File: config.mk
export PLATFORM = sky130hd
export DESIGN_NAME = ata_tmg_regfile
export DESIGN_NICKNAME = d
export VERILOG_FILES = /design/src/rtl/ata_tmg_pkg.sv /design/src/rtl/ata_tmg_table.sv /design/src/rtl/ata_tmg_bank.sv /design/src/rtl/ata_tmg_regfile.sv
export SDC_FILE = /design/constraint.sdc
export NUM_CORES = 1
export LEC_CHECK = 0
export CAP_MARGIN = 20
export CORE_MARGIN = 4
export CORE_UTILIZATION = 30
export CTS_CLUSTER_SIZE = 12
export DETAILED_ROUTE_END_ITERATION = 16
export PLACE_DENSITY = 0.48
export SLEW_MARGIN = 20
export SYNTH_ARGS = -nofsm -noshare
export SYNTH_HDL_FRONTEND = slang
export SYNTH_SLANG_ARGS = --single-unit
File: constraint.sdc
create_clock -name clk -period 3.6 [get_ports clk]
set_input_delay 0.54 -clock clk [delete_from_list [all_inputs] [get_ports clk]]
set_output_delay 0.54 -clock clk [all_outputs]
set_load 0.01 [all_outputs]
File: src/rtl/ata_tmg_pkg.sv
package ata_tmg_pkg;
  localparam int DW     = 8;
  localparam int SLOTS  = 8;
  localparam int SLOT_W = $clog2(SLOTS);

  // slot order follows index order above the drive base
  localparam int SL_PIO_A = 0;
  localparam int SL_PIO_B = 1;
  localparam int SL_MW_A  = 2;
  localparam int SL_MW_B  = 3;
  localparam int SL_UD_A  = 4;
  localparam int SL_UD_B  = 5;
  localparam int SL_UD_C  = 6;
  localparam int SL_PIO_C = 7;

  localparam logic [2:0] PIO_MAX = 3'd4;
  localparam logic [2:0] MW_MAX  = 3'd2;
  localparam logic [2:0] UD_MAX  = 3'd6;

  typedef enum logic [1:0] {
    CLS_PIO   = 2'd0,
    CLS_MWDMA = 2'd1,
    CLS_UDMA  = 2'd2,
    CLS_NONE  = 2'd3
  } xfer_cls_e;

  typedef logic [SLOTS-1:0][DW-1:0] slot_vec_t;

  function automatic logic [3*DW-1:0] pio_bytes(input logic [2:0] n);
    case (n)
      3'd0:    return 24'hFB2BAC;
      3'd1:    return 24'h4629A4;
      3'd2:    return 24'h232664;
      3'd3:    return 24'h270D35;
      default: return 24'h230925;
    endcase
  endfunction

  function automatic logic [2*DW-1:0] mw_bytes(input logic [2:0] n);
    case (n)
      3'd0:    return 16'hDF5F;
      3'd1:    return 16'h6B27;
      default: return 16'h6925;
    endcase
  endfunction

  function automatic logic [3*DW-1:0] ud_bytes(input logic [2:0] n);
    case (n)
      3'd0:    return 24'h4A0FD5;
      3'd1:    return 24'h3A0AD0;
      3'd2:    return 24'h2A07CD;
      3'd3:    return 24'h1A05CD;
      3'd4:    return 24'h1A03CD;
      3'd5:    return 24'h1A02CB;
      default: return 24'h1A01CB;
    endcase
  endfunction

  function automatic slot_vec_t reset_slots();
    slot_vec_t v;
    logic [3*DW-1:0] p;
    logic [2*DW-1:0] m;
    logic [3*DW-1:0] u;
    p = pio_bytes(3'd0);
    m = mw_bytes(3'd0);
    u = ud_bytes(3'd0);
    v[SL_PIO_A] = p[23:16];
    v[SL_PIO_B] = p[15:8];
    v[SL_PIO_C] = p[7:0];
    v[SL_MW_A]  = m[15:8];
    v[SL_MW_B]  = m[7:0];
    v[SL_UD_A]  = u[23:16];
    v[SL_UD_B]  = u[15:8];
    v[SL_UD_C]  = u[7:0];
    return v;
  endfunction
endpackage

File: src/rtl/ata_tmg_table.sv
module ata_tmg_table
  import ata_tmg_pkg::*;
(
  input  xfer_cls_e        cls,
  input  logic [2:0]       num,
  output logic [SLOTS-1:0] ld_mask,
  output slot_vec_t        ld_val
);
  logic [3*DW-1:0] pb;
  logic [2*DW-1:0] mb;
  logic [3*DW-1:0] ub;

  always_comb begin
    pb      = pio_bytes(num);
    mb      = mw_bytes(num);
    ub      = ud_bytes(num);
    ld_mask = '0;
    ld_val  = '0;
    case (cls)
      CLS_PIO: if (num <= PIO_MAX) begin
        ld_mask[SL_PIO_A] = 1'b1;
        ld_mask[SL_PIO_B] = 1'b1;
        ld_mask[SL_PIO_C] = 1'b1;
        ld_val[SL_PIO_A]  = pb[23:16];
        ld_val[SL_PIO_B]  = pb[15:8];
        ld_val[SL_PIO_C]  = pb[7:0];
      end
      CLS_MWDMA: if (num <= MW_MAX) begin
        ld_mask[SL_MW_A] = 1'b1;
        ld_mask[SL_MW_B] = 1'b1;
        ld_val[SL_MW_A]  = mb[15:8];
        ld_val[SL_MW_B]  = mb[7:0];
      end
      CLS_UDMA: if (num <= UD_MAX) begin
        ld_mask[SL_UD_A] = 1'b1;
        ld_mask[SL_UD_B] = 1'b1;
        ld_mask[SL_UD_C] = 1'b1;
        ld_val[SL_UD_A]  = ub[23:16];
        ld_val[SL_UD_B]  = ub[15:8];
        ld_val[SL_UD_C]  = ub[7:0];
      end
      default: ;
    endcase
  end
endmodule

File: src/rtl/ata_tmg_bank.sv
module ata_tmg_bank
  import ata_tmg_pkg::*;
(
  input  logic              clk,
  input  logic              rst,
  input  logic              wr_en,
  input  logic [SLOT_W-1:0] wr_slot,
  input  logic [DW-1:0]     wr_data,
  input  logic [SLOTS-1:0]  ld_mask,
  input  slot_vec_t         ld_val,
  output slot_vec_t         q
);
  localparam slot_vec_t RST_VAL = reset_slots();

  always_ff @(posedge clk) begin
    for (int s = 0; s < SLOTS; s++) begin
      if (rst)                                    q[s] <= RST_VAL[s];
      else if (ld_mask[s])                        q[s] <= ld_val[s];
      else if (wr_en && wr_slot == SLOT_W'(s))    q[s] <= wr_data;
    end
  end

  for (genvar s = 0; s < SLOTS; s++) begin : g_chk
    // table load beats a same-cycle host write
    assert_load_wins_R10: assert property (@(posedge clk) disable iff (rst)
      ld_mask[s] |=> q[s] == $past(ld_val[s]));
    // untouched bytes keep their value
    assert_idle_stable_R9: assert property (@(posedge clk) disable iff (rst)
      (!ld_mask[s] && !(wr_en && wr_slot == SLOT_W'(s))) |=> $stable(q[s]));
  end
endmodule

File: src/rtl/ata_tmg_regfile.sv
module ata_tmg_regfile
  import ata_tmg_pkg::*;
#(
  parameter int         N_DRV      = 2,
  parameter logic [7:0] IDX_BASE   = 8'h0C,
  parameter logic [7:0] DRV_STRIDE = 8'h08,
  parameter logic [7:0] STATUS_IDX = 8'h0B,
  parameter int         CABLE_BIT  = 2,
  parameter logic [1:0] PORT_INDEX = 2'd1,
  parameter logic [1:0] PORT_DATA  = 2'd3,
  localparam int        DRV_W      = (N_DRV > 1) ? $clog2(N_DRV) : 1
) (
  input  logic             clk,
  input  logic             rst,
  input  logic [1:0]       host_port,
  input  logic             host_we,
  input  logic [DW-1:0]    host_wdata,
  output logic [DW-1:0]    host_rdata,
  input  logic             mode_stb,
  input  logic [DRV_W-1:0] mode_drive,
  input  logic [1:0]       mode_class,
  input  logic [2:0]       mode_num,
  input  logic             cable_40
);
  logic [7:0]        idx_q;
  logic [7:0]        rel;
  logic [N_DRV-1:0]  hit;
  logic [SLOT_W-1:0] slot_sel [N_DRV];
  slot_vec_t         bank_q   [N_DRV];
  logic [SLOTS-1:0]  tbl_mask;
  slot_vec_t         tbl_val;
  logic              data_wr;
  logic [DW-1:0]     rd_next;

  assign data_wr = host_we && (host_port == PORT_DATA);
  assign rel     = idx_q - IDX_BASE;

  always_ff @(posedge clk) begin
    if (rst)                                      idx_q <= '0;
    else if (host_we && host_port == PORT_INDEX)  idx_q <= host_wdata;
  end

  ata_tmg_table u_table (
    .cls     (xfer_cls_e'(mode_class)),
    .num     (mode_num),
    .ld_mask (tbl_mask),
    .ld_val  (tbl_val)
  );

  for (genvar d = 0; d < N_DRV; d++) begin : g_drv
    localparam logic [7:0] LO = 8'(d) * DRV_STRIDE;
    logic [7:0]       off;
    logic [SLOTS-1:0] ld_d;

    assign off         = rel - LO;
    assign hit[d]      = off < 8'(SLOTS);
    assign slot_sel[d] = off[SLOT_W-1:0];
    assign ld_d        = (mode_stb && mode_drive == DRV_W'(d)) ? tbl_mask : '0;

    ata_tmg_bank u_bank (
      .clk     (clk),
      .rst     (rst),
      .wr_en   (data_wr && hit[d]),
      .wr_slot (slot_sel[d]),
      .wr_data (host_wdata),
      .ld_mask (ld_d),
      .ld_val  (tbl_val),
      .q       (bank_q[d])
    );
  end

  always_comb begin
    rd_next = '0;
    if (idx_q == STATUS_IDX) rd_next[CABLE_BIT] = cable_40;
    for (int d = 0; d < N_DRV; d++)
      if (hit[d]) rd_next = bank_q[d][slot_sel[d]];
  end

  always_ff @(posedge clk) begin
    if (rst) host_rdata <= '0;
    else     host_rdata <= rd_next;
  end

  // index capture through the index port
  assert_index_capture_R1: assert property (@(posedge clk) disable iff (rst)
    (host_we && host_port == PORT_INDEX) |=> idx_q == $past(host_wdata));
  // status byte mirrors the cable input
  assert_status_cable_R11: assert property (@(posedge clk) disable iff (rst)
    (idx_q == STATUS_IDX && hit == '0) |=>
      host_rdata == (DW'($past(cable_40)) << CABLE_BIT));
  // unused index reads zero
  assert_undef_zero_R12: assert property (@(posedge clk) disable iff (rst)
    (idx_q != STATUS_IDX && hit == '0) |=> host_rdata == '0);
endmodule

Word level (Yosys, flattened, before mapping):

Cells that the tools add are included.
Widths: inputs -> output; s select.

* add/subtract/negate cells: 2
* magnitude comparators: 7
* equal/unequal tests: 24
* multiplexer cells: 60
* bitwise operators: 1
* reductions and logical operators: 42

Operators with widths (number)
* $mux 8: 40
* $pmux 23 s6: 1
* $pmux 24 s4: 1
* $mux 16: 4
* $bmux 8 s3: 2
* $mux 24: 2
* $pmux 16 s2: 1
* $reduce_bool 2->1: 16
* $eq 3x3->1 const B: 10
* $logic_and 1x1->1: 22
* $eq 3x2->1 const B: 6
* $lt 8x4->1 const B: 2
* $sub 8x4->8 const B: 2
* $eq 3x1->1 const B: 3
* $logic_not 3->1: 3
* $eq 8x4->1 const B: 1
* $lt 3x4->1 const B: 2
* $mux 2: 4
* $le 3x3->1 const B: 2
* $mux 3: 2
* $eq 2x1->1 const B: 2
* $eq 2x2->1 const B: 2
* $le 3x2->1 const B: 1
* $mux 1: 3
* other kinds (2): 2

* register bits: 144
* logic and storage cells: 154

Logic depth before layout (Yosys ltp):

Gate-level depths: netlist of the first run.

* depth in word-level cells: 7
* mapped depth: 13

Modules after synthesis:

A second synthesis of the first run with hierarchy kept.

* cells, all modules: 1079
* area total of the unflattened synthesis: 9201.3 um^2

By module, submodules not included
* ata_tmg_bank: instances 2, cells each 391, area an instance 3251.9 um^2, sequential area each 1281.2 um^2
* ata_tmg_regfile: instances 1, cells each 198, area an instance 2019.4 um^2, sequential area each 320.3 um^2
* ata_tmg_table: instances 1, cells each 99, area an instance 678.2 um^2, sequential area each 0.0 um^2

Worst setup path before layout of the first run:

Ideal clock, no wire load.

* path type: flip-flop to flip-flop
* start: register idx_q[2]
* end: register g_drv[1].u_bank.q[2] (netlist name)
* library setup time: 0.112 ns
* data arrival time: 3.143 ns
* required time: 3.488 ns
* slack: 0.345 ns
* stages on the path, launching flop included: 12
* cell sequence: dfxtp_1 buf_4 clkbuf_1 inv_1 clkbuf_1 ha_1 ha_1 nand2b_1 or3_1 a211oi_4 nor3_1 a2111oi_1

* longest elaborated chain between the ends: 6
* elaborated cells on any way between the ends: 7
* those cells by class: 2 x add/sub; 1 x order compare; 4 x reduce/logical

Ends and longest elaborated chain
* start, declared: RTL line ata_tmg_regfile.sv:25 `logic [7:0] idx_q;`
* start signal, assigned: RTL line ata_tmg_regfile.sv:40 `else if (host_we && host_port == PORT_INDEX) idx_q <= host_wdata;`
* $sub 8x4->8 (*): RTL line ata_tmg_regfile.sv:36 `assign rel = idx_q - IDX_BASE;`
* $sub 8x4->8 (*): RTL line ata_tmg_regfile.sv:55 `assign off = rel - LO;`
* $lt 8x4->1: RTL line ata_tmg_regfile.sv:56 `assign hit[d] = off < 8'(SLOTS);`
* $logic_and 1x1->1: RTL line ata_tmg_regfile.sv:63 `.wr_en (data_wr && hit[d]),`
* $logic_and 1x1->1 (*): RTL line ata_tmg_bank.sv:19 `else if (wr_en && wr_slot == SLOT_W'(s)) q[s] <= wr_data;`
* $reduce_bool 2->1 (no line) (*)
* end signal, assigned by index: RTL line ata_tmg_bank.sv:17 `if (rst) q[s] <= RST_VAL[s];`
* end signal, assigned by index: RTL line ata_tmg_bank.sv:18 `else if (ld_mask[s]) q[s] <= ld_val[s];`
* end signal, assigned by index: RTL line ata_tmg_bank.sv:19
* end, declared: RTL line ata_tmg_bank.sv:11 `output slot_vec_t q`

Mark *: on every way between the ends. The rest lies on a longest branch, timed or not.
A chain may end at the register's enable or synchronous reset.

Final worst setup path of the first run:

* start: register idx_q[2]
* end: register g_drv[0].u_bank.q[50] (netlist name)

* longest elaborated chain between the ends: 5
* elaborated cells on any way between the ends: 6
* those cells by class: 1 x add/sub; 1 x order compare; 1 x eq/ne; 3 x reduce/logical

Ends and longest elaborated chain (RTL line)
* $sub 8x4->8 (*): ata_tmg_regfile.sv:36
* $lt 8x4->1: ata_tmg_regfile.sv:56
* $logic_and 1x1->1: ata_tmg_regfile.sv:63
* $logic_and 1x1->1 (*): ata_tmg_bank.sv:19
* $reduce_bool 2->1 (no line) (*)
* end signal, assigned by index: ata_tmg_bank.sv:17
* end signal, assigned by index: ata_tmg_bank.sv:18
* end signal, assigned by index: ata_tmg_bank.sv:19
* end, declared: ata_tmg_bank.sv:11

Marked as above.

==> results.json, run 1 <==
{
  "nFillCells": 2582,
  "status": "complete, no violations",
  "p_sw_frac": 0.256,
  "post-route-period-util": 0.896,
  "path_max_fanout": 13,
  "holdWs_ps": 469,
  "synth.most_common_cell": "dfxtp_1",
  "crit_required_ps": 3880,
  "synthesis.instances": 854,
  "max_freq_mhz": 310,
  "grt_pass1_vias": 6625,
  "chipWidth_um": 168,
  "clk_pin_slew_worst_paths_ps": 60,
  "p_total_w": 0.00381,
  "grt-ovfl-total": 0,
  "synth_top_family_by_area": "compound AO/OA/AOI/OAI gates",
  "wire_per_inst_um": 23.2,
  "drt-pass1-iter-count": 5,
  "synth_mux_area_frac": 0.175,
  "portBuffers": 28,
  "fp.dieH_um": 168,
  "synth_xor_area_frac": 0.00555,
  "rows": 58,
  "synth_ff_type": "dfxtp_1",
  "cpPeakStageDelay_ps": 790,
  "hold_buffers": 0,
  "synth_compound_area_frac": 0.201,
  "cp.arrival_ps": 3510,
  "area_growth_pct": 17.0,
  "power_density_nw_per_um2": 425,
  "die-area_um2": 28200,
  "p_seq_frac": 0.432,
  "cts_resized": 0,
  "finalCriticalPeriod_ps": 3220,
  "ant_nets": 0,
  "ys_async_sr_fraction": 0,
  "crit_family": "compound AO/OA/AOI/OAI gates",
  "start_kind": "flip-flop",
  "grt_pass1_wl_um": 42700,
  "start_util": 0.304,
  "final_net_count": 897,
  "syn_nets": 884,
  "synth_simple_gate_area_share": 0.183,
  "regArea_um2": 2890,
  "synth_area_leaders": "dfxtp_1 (38%), mux4_2 (9.4%), mux2i_1 (8.0%)",
  "synthTopCellsByCount": "dfxtp_1 (144), nand2_1 (109), mux2i_1 (61)",
  "ir_worst_vdd_mv": 0.308,
  "clk_latency_ps": 430,
  "yosysWarningCount": 0,
  "switchingPower_w": 0.000976,
  "synth_cell_types": 68,
  "synth_fa_ha_area_frac": 0.0147,
  "rsz0062_at_grt": "no",
  "critPathBufInv": 1,
  "clkPwrFrac": 0.472,
  "post_cts_buffers": 0,
  "endpoint_kind": "flip-flop",
  "tns_ps": 0,
  "dr_total_vias": 6949,
  "ioPinCount": 29,
  "route.detailed.drc": 0,
  "antenna_cells": 0,
  "internal-power_w": 0.00283,
  "hpwlAfterDp_um": 19400,
  "synth_top_area_cell": "dfxtp_1",
  "skew_ps": 10.7,
  "worst_slew_pin_slew_ps": 1120,
  "synthesis.area_um2": 7660,
  "place.gp.congestion": 0.849,
  "hp-class": "flip-flop to flip-flop",
  "dr.first_iter.drc_count": 695,
  "power_frac_comb": 0.095,
  "via_per_inst": 5.75,
  "ctsHtreeMaxLevel": 4,
  "synth_top_area_share": 0.376,
  "core_area_um2": 25200,
  "hold_viol": 0,
  "ys_ff_latch": 144,
  "synth_edf_count": 0,
  "cts_sinks": 144,
  "cap_violations": 0,
  "ys_seq_area_frac": 0.376,
  "cp_slowest_cell": "a211oi_2",
  "drv_slew": 0,
  "grt_max_degree": 44,
  "multi_input_area_um2": 4450,
  "cts_tree": "built",
  "path_class": "flip-flop to flip-flop",
  "cts_buffer_depth": 2,
  "grt.total_usage": 0.199,
  "drive_above_1_share": 0.148,
  "setup_viol_count_final": 0,
  "slew_headroom": 0.251,
  "postSynthAreaPerCell_um2": 8.97,
  "cts_made_buffers": 17,
  "wl_um": 28100,
  "antenna_found_initial": 0,
  "root_buffer": "clkbuf_16",
  "leakage_nw": 3.01,
  "path_cells": "inv_1 > ha_1 > nor3b_1 > nand2_1 > a211oi_2 > mux2i_1 > o22ai_1"
}
==> metal layers <==
layer,up-vias,track usage,share of wire
met4,0,0.0561,0.016
met3,34,0.0352,0.062
met5,-,0,0
met2,258,0.302,0.45
met1,3452,0.290,0.47
li1,3205,-,-
==> cells in the final DEF (no fill, tap or decap), types with 4 or more instances in the layout <==
| master | instances |
|---|---|
| nor4_1 | 13 |
| a31oi_1 | 19 |
| nor2b_1 | 8 |
| or2_2 | 4 |
| o211ai_1 | 7 |
| a21oi_1 | 53 |
| mux4_2 | 32 |
| nor3b_1 | 4 |
| clkbuf_8 | 4 |
| nand4_1 | 4 |
| buf_4 | 43 |
| nor3_1 | 30 |
| a221oi_1 | 4 |
| inv_1 | 5 |
| ha_1 | 9 |
| mux2i_1 | 61 |
| and2_1 | 5 |
| nand3_1 | 44 |
| nand2_1 | 109 |
| clkdlybuf4s50_1 | 27 |
| nor2_1 | 56 |
| o22ai_1 | 7 |
| a311oi_1 | 11 |
| o31ai_1 | 7 |
| a22oi_1 | 5 |
| a211oi_1 | 17 |
| dfxtp_1 | 142 |
| nand2b_1 | 4 |
| a211o_1 | 8 |
| clkbuf_16 | 17 |
| o21ai_0 | 53 |
==> cell type report <==
type / instances / share of cell area
inverters: 6 / 0.00251
clock inverters: 9 / 0.0120
flip-flops and latches: 144 / 0.322
multi-input cells: 626 / 0.496
repair buffers: 72 / 0.0676
well taps: 330 / 0.0461
clock buffers: 22 / 0.0540
==> sequential cells by signal (all words and copies together), names as in the netlist <==
register / cells
g_drv.u_bank.q: 128
host_rdata: 8
idx_q: 8
==> through the flow <==
| stage | cell area [um^2] | utilization | instances | setup slack, ps |
|---|---|---|---|---|
| 2_1_floorplan | 7660 | - | 854 | 345 |
| 3_3_place_gp | 8360 | 0.332 | 1177 | 385 |
| 3_5_place_dp | 8360 | 0.332 | 1177 | 305 |
| 4_1_cts | 8960 | 0.356 | 1208 | 453 |
| 5_1_grt | 8960 | 0.356 | 1209 | 225 |
| 6_report | 8960 | 0.356 | 1209 | 376 |
==> kinds of logic (layout without fill, tap and decap cells) <==
logic type | count (synthesis) | count (layout)
mux | 94 | 94
flops | 144 | 144
buf+inv | 84 | 109
simple gates | 298 | 298
fa+ha+maj | 9 | 9
xor+xnor | 4 | 4
compound gates | 221 | 221
==> power by group through the flow <==
stage / registers, W / clock network [W] / logic [W]
floorplan: 0.00167 / 0 / 0.000225
global placement: 0.00168 / 0 / 0.000360
detailed placement: 0.00168 / 0 / 0.000360
CTS: 0.00165 / 0.00182 / 0.000360
global route: 0.00165 / 0.00190 / 0.000388
finish: 0.00165 / 0.00180 / 0.000363
==> path summary, 6_finish.rpt <==
kind                                      startpoint                                 end  slack [ps]  cells after the start
hold reg to reg   g_drv[1].u_bank.q[53]$_SDFFE_PP0P_  g_drv[1].u_bank.q[53]$_SDFFE_PP0P_         470                      2
setup / recovery               idx_q[2]$_SDFFE_PP0P_  g_drv[0].u_bank.q[50]$_SDFFE_PP1P_         380                      7
setup reg to reg               idx_q[2]$_SDFFE_PP0P_  g_drv[0].u_bank.q[50]$_SDFFE_PP1P_         380                      7
hold / removal    g_drv[1].u_bank.q[53]$_SDFFE_PP0P_  g_drv[1].u_bank.q[53]$_SDFFE_PP0P_         470                      2
==> worst register-to-register path: cells and delay by family (launching register included) <==
| kind | cells | cell delay (ps) |
|---|---|---|
| fa+ha+maj | 1 | 350 |
| mux | 1 | 290 |
| compound gates | 2 | 910 |
| flops | 1 | 530 |
| simple gates | 2 | 900 |
| buf+inv | 1 | 110 |
(Power assumes the default switching activity.)
==> run 2, diff against run 1 <==
SLEW_MARGIN = 0   (was 20)
SYNTH_HIERARCHICAL = 1   (was not set)
==> run 2 against run 1 <==
Clock power increased by 4%. Power is 4.3% higher. Critical endpoint is now g_drv[1].u_bank/q[8]$_SDFFE_PP1P_. Critical path depth increased by 5. Combinational power rose by 16%. Maximum frequency decreased by 0.57%. Global-route usage is 2.0 points lower. Synthesized area rose by 20%. Synthesized cell count up 26%. Cell area rose by 13%. Setup slack lost 18 ps. Cell count rose by 17%.
==> results.json, run 2 <==
{
  "status": "complete, no violations",
  "power_density_nw_per_um2": 392,
  "drt-pass1-iter-count": 4,
  "path_max_fanout": 15,
  "internal-power_w": 0.00290,
  "holdWs_ps": 567,
  "path_cells": "buf_4 > ha_1 > xor2_1 > ha_1 > or2_1 > a211oi_4 > o21ai_2 > nor2_2 > buf_4 > nand4bb_1 > nor4_1 > nor3_1",
  "max_freq_mhz": 308,
  "hold_viol": 0,
  "cap_violations": 0,
  "ys_ff_latch": 144,
  "rsz0062_at_grt": "no",
  "ioPinCount": 29,
  "core_area_um2": 30000,
  "synth_top_area_share": 0.313,
  "grt_pass1_vias": 7354,
  "cts_resized": 0,
  "start_util": 0.307,
  "critPathBufInv": 2,
  "dp.cells": 1380,
  "synthesis.area_um2": 9200,
  "synthesis.instances": 1079,
  "grt_max_degree": 108,
  "setup_viol_count_final": 0,
  "power_frac_comb": 0.106,
  "cts_tree": "built",
  "reg2regPathDepth": 12,
  "ys_seq_area_frac": 0.313,
  "crit_required_ps": 3910,
  "ir_worst_vdd_mv": 0.295,
  "yosysWarningCount": 6,
  "finalCriticalPeriod_ps": 3240,
  "via_per_inst": 5.77,
  "cp_slowest_cell": "dfxtp_1",
  "ff2ff_setup_slack_ps": 360,
  "ant_nets": 0,
  "wl_um": 30600,
  "worstSetupEndpoint": "g_drv[1].u_bank/q[8]$_SDFFE_PP1P_",
  "mostFrequentLayoutCells": "nor4_1 (209), nor3_1 (183), dfxtp_1 (142)",
  "clk_latency_ps": 430,
  "post_cts_buffers": 0,
  "dr.first_iter.drc_count": 711,
  "chipWidth_um": 183,
  "cts_buffer_depth": 2,
  "tns_ps": 0,
  "cp.arrival_ps": 3550,
  "rows": 63,
  "fp.dieH_um": 183,
  "clk_pin_slew_worst_paths_ps": 60,
  "postSynthAreaPerCell_um2": 8.53,
  "synth_cell_types": 61,
  "r2r_start": "idx_q[2]$_SDFFE_PP0P_",
  "start_kind": "flip-flop",
  "grt_pass1_wl_um": 46300,
  "worst_slew_pin_slew_ps": 1130,
  "die-area_um2": 33500,
  "leakage_nw": 3.24,
  "area_growth_pct": 10.2,
  "final_common_cell": "nor4_1",
  "reg_top3": "g_drv.u_bank/q: 128 flops, host_rdata: 8 flops, idx_q: 8 flops",
  "root_buffer": "clkbuf_16",
  "cpPeakStageDelay_ps": 430,
  "rr_endpoint": "g_drv[1].u_bank/q[8]$_SDFFE_PP1P_",
  "cp.depth": 12,
  "hold_buffers": 0,
  "slew_headroom": 0.247,
  "final_net_count": 1034,
  "startpoint": "idx_q[2]$_SDFFE_PP0P_",
  "drv_slew": 0,
  "hpwlAfterDp_um": 20400,
  "final_util": 0.338,
  "portBuffers": 28,
  "synth_edf_count": 0,
  "synth_area_leaders": "dfxtp_1 (31%), nor4_1 (14%), nor3_1 (10%)",
  "antenna_cells": 0,
  "largest_reg_flops": 128,
  "synth.most_common_cell": "nor4_1",
  "switchingPower_w": 0.00107,
  "synth_top_area_cell": "dfxtp_1",
  "dr_total_vias": 8154,
  "drive_above_1_share": 0.145,
  "route.detailed.drc": 0,
  "crit_family": "simple AND/OR/NAND/NOR gates",
  "grt.total_usage": 0.179,
  "p_seq_frac": 0.423,
  "p_total_w": 0.00397,
  "hp-class": "flip-flop to flip-flop",
  "regMostFlops": "g_drv.u_bank/q",
  "final_cells": 1413,
  "grt-ovfl-total": 0,
  "cts_made_buffers": 17,
  "p_sw_frac": 0.270,
  "clkPwrFrac": 0.471,
  "endpoint_kind": "flip-flop",
  "antenna_found_initial": 1,
  "ys_async_sr_fraction": 0,
  "cts_sinks": 144,
  "post-route-period-util": 0.901,
  "skew_ps": 15.1,
  "wire_per_inst_um": 21.7,
  "path_class": "flip-flop to flip-flop",
  "synth_ff_type": "dfxtp_1",
  "place.gp.congestion": 0.879,
  "ctsHtreeMaxLevel": 4,
  "synthTopCellsByCount": "nor4_1 (209), nor3_1 (183), dfxtp_1 (144)"
}
[run 2: worst min path at each step]
stage                                             startpoint                                  to  slack (ps)  depth (start not counted)
after global placement    g_drv[0].u_bank/q[30]$_SDFFE_PP1P_  g_drv[0].u_bank/q[30]$_SDFFE_PP1P_         550                          2
after global routing      g_drv[0].u_bank/q[55]$_SDFFE_PP1P_  g_drv[0].u_bank/q[55]$_SDFFE_PP1P_         600                          2
final                     g_drv[1].u_bank/q[18]$_SDFFE_PP1P_  g_drv[1].u_bank/q[18]$_SDFFE_PP1P_         570                          2
after CTS                 g_drv[0].u_bank/q[54]$_SDFFE_PP1P_  g_drv[0].u_bank/q[54]$_SDFFE_PP1P_         580                          2
after detailed placement  g_drv[0].u_bank/q[54]$_SDFFE_PP1P_  g_drv[0].u_bank/q[54]$_SDFFE_PP1P_         560                          2
after floorplan           g_drv[0].u_bank/q[17]$_SDFFE_PP1P_  g_drv[0].u_bank/q[17]$_SDFFE_PP1P_         540                          2
[run 2: kinds of logic after synthesis]
logic type                 share of synthesized area
adders and majority gates                    0.00408
xor gates and xnor gates                     0.00381
other                                       0.000408
buffers and inverters                          0.108
AOI/OAI and AO/OA                             0.0398
DFF                                            0.313
muxes                                         0.0893
and+or+nand+nor                                0.441
[run 2: tightest hold or removal path, delay by kind of cell, from the launching register on]
kind             cells  cell delay [ps]
flip-flops           1              320
AND/OR/NAND/NOR      2              200
[run 2: layout make-up]
cell class / count / area [um^2]
clock buffer: 18 / 429
clock inverter: 14 / 180
fill: 3117 / 19800
inverter: 2 / 7.51
multi-input combinational: 765 / 5370
sequential: 144 / 2890
tap: 390 / 488
timing repair buffer: 80 / 776
[run 2: layer usage]
| metal | vias up | global-route usage | routed length [um] | share of wire |
|---|---|---|---|---|
| met3 | 39 | 0.0361 | 1770 | 0.058 |
| met4 | 2 | 0.0462 | 543 | 0.018 |
| li1 | 3936 | - | - | - |
| met2 | 221 | 0.274 | 13700 | 0.45 |
| met5 | - | 0 | 11 | 0.00036 |
| met1 | 3956 | 0.257 | 14600 | 0.48 |
[run 2: metrics by stage]
step                      instance area [um^2]  setup slack [ps]
after floorplan                           9250              16.5
after detailed placement                  9500               406
after global routing                     10100               107
after global placement                    9420               509
final                                    10100               358
after CTS                                10100               382
[run 2: power groups by stage]
stage               clock, W  sequential [W]  combinational, W
floorplan                  0         0.00169          0.000310
global placement           0         0.00171          0.000398
detailed placement         0         0.00171          0.000410
CTS                  0.00190         0.00168          0.000411
global route         0.00197         0.00168          0.000450
finish               0.00187         0.00168          0.000421
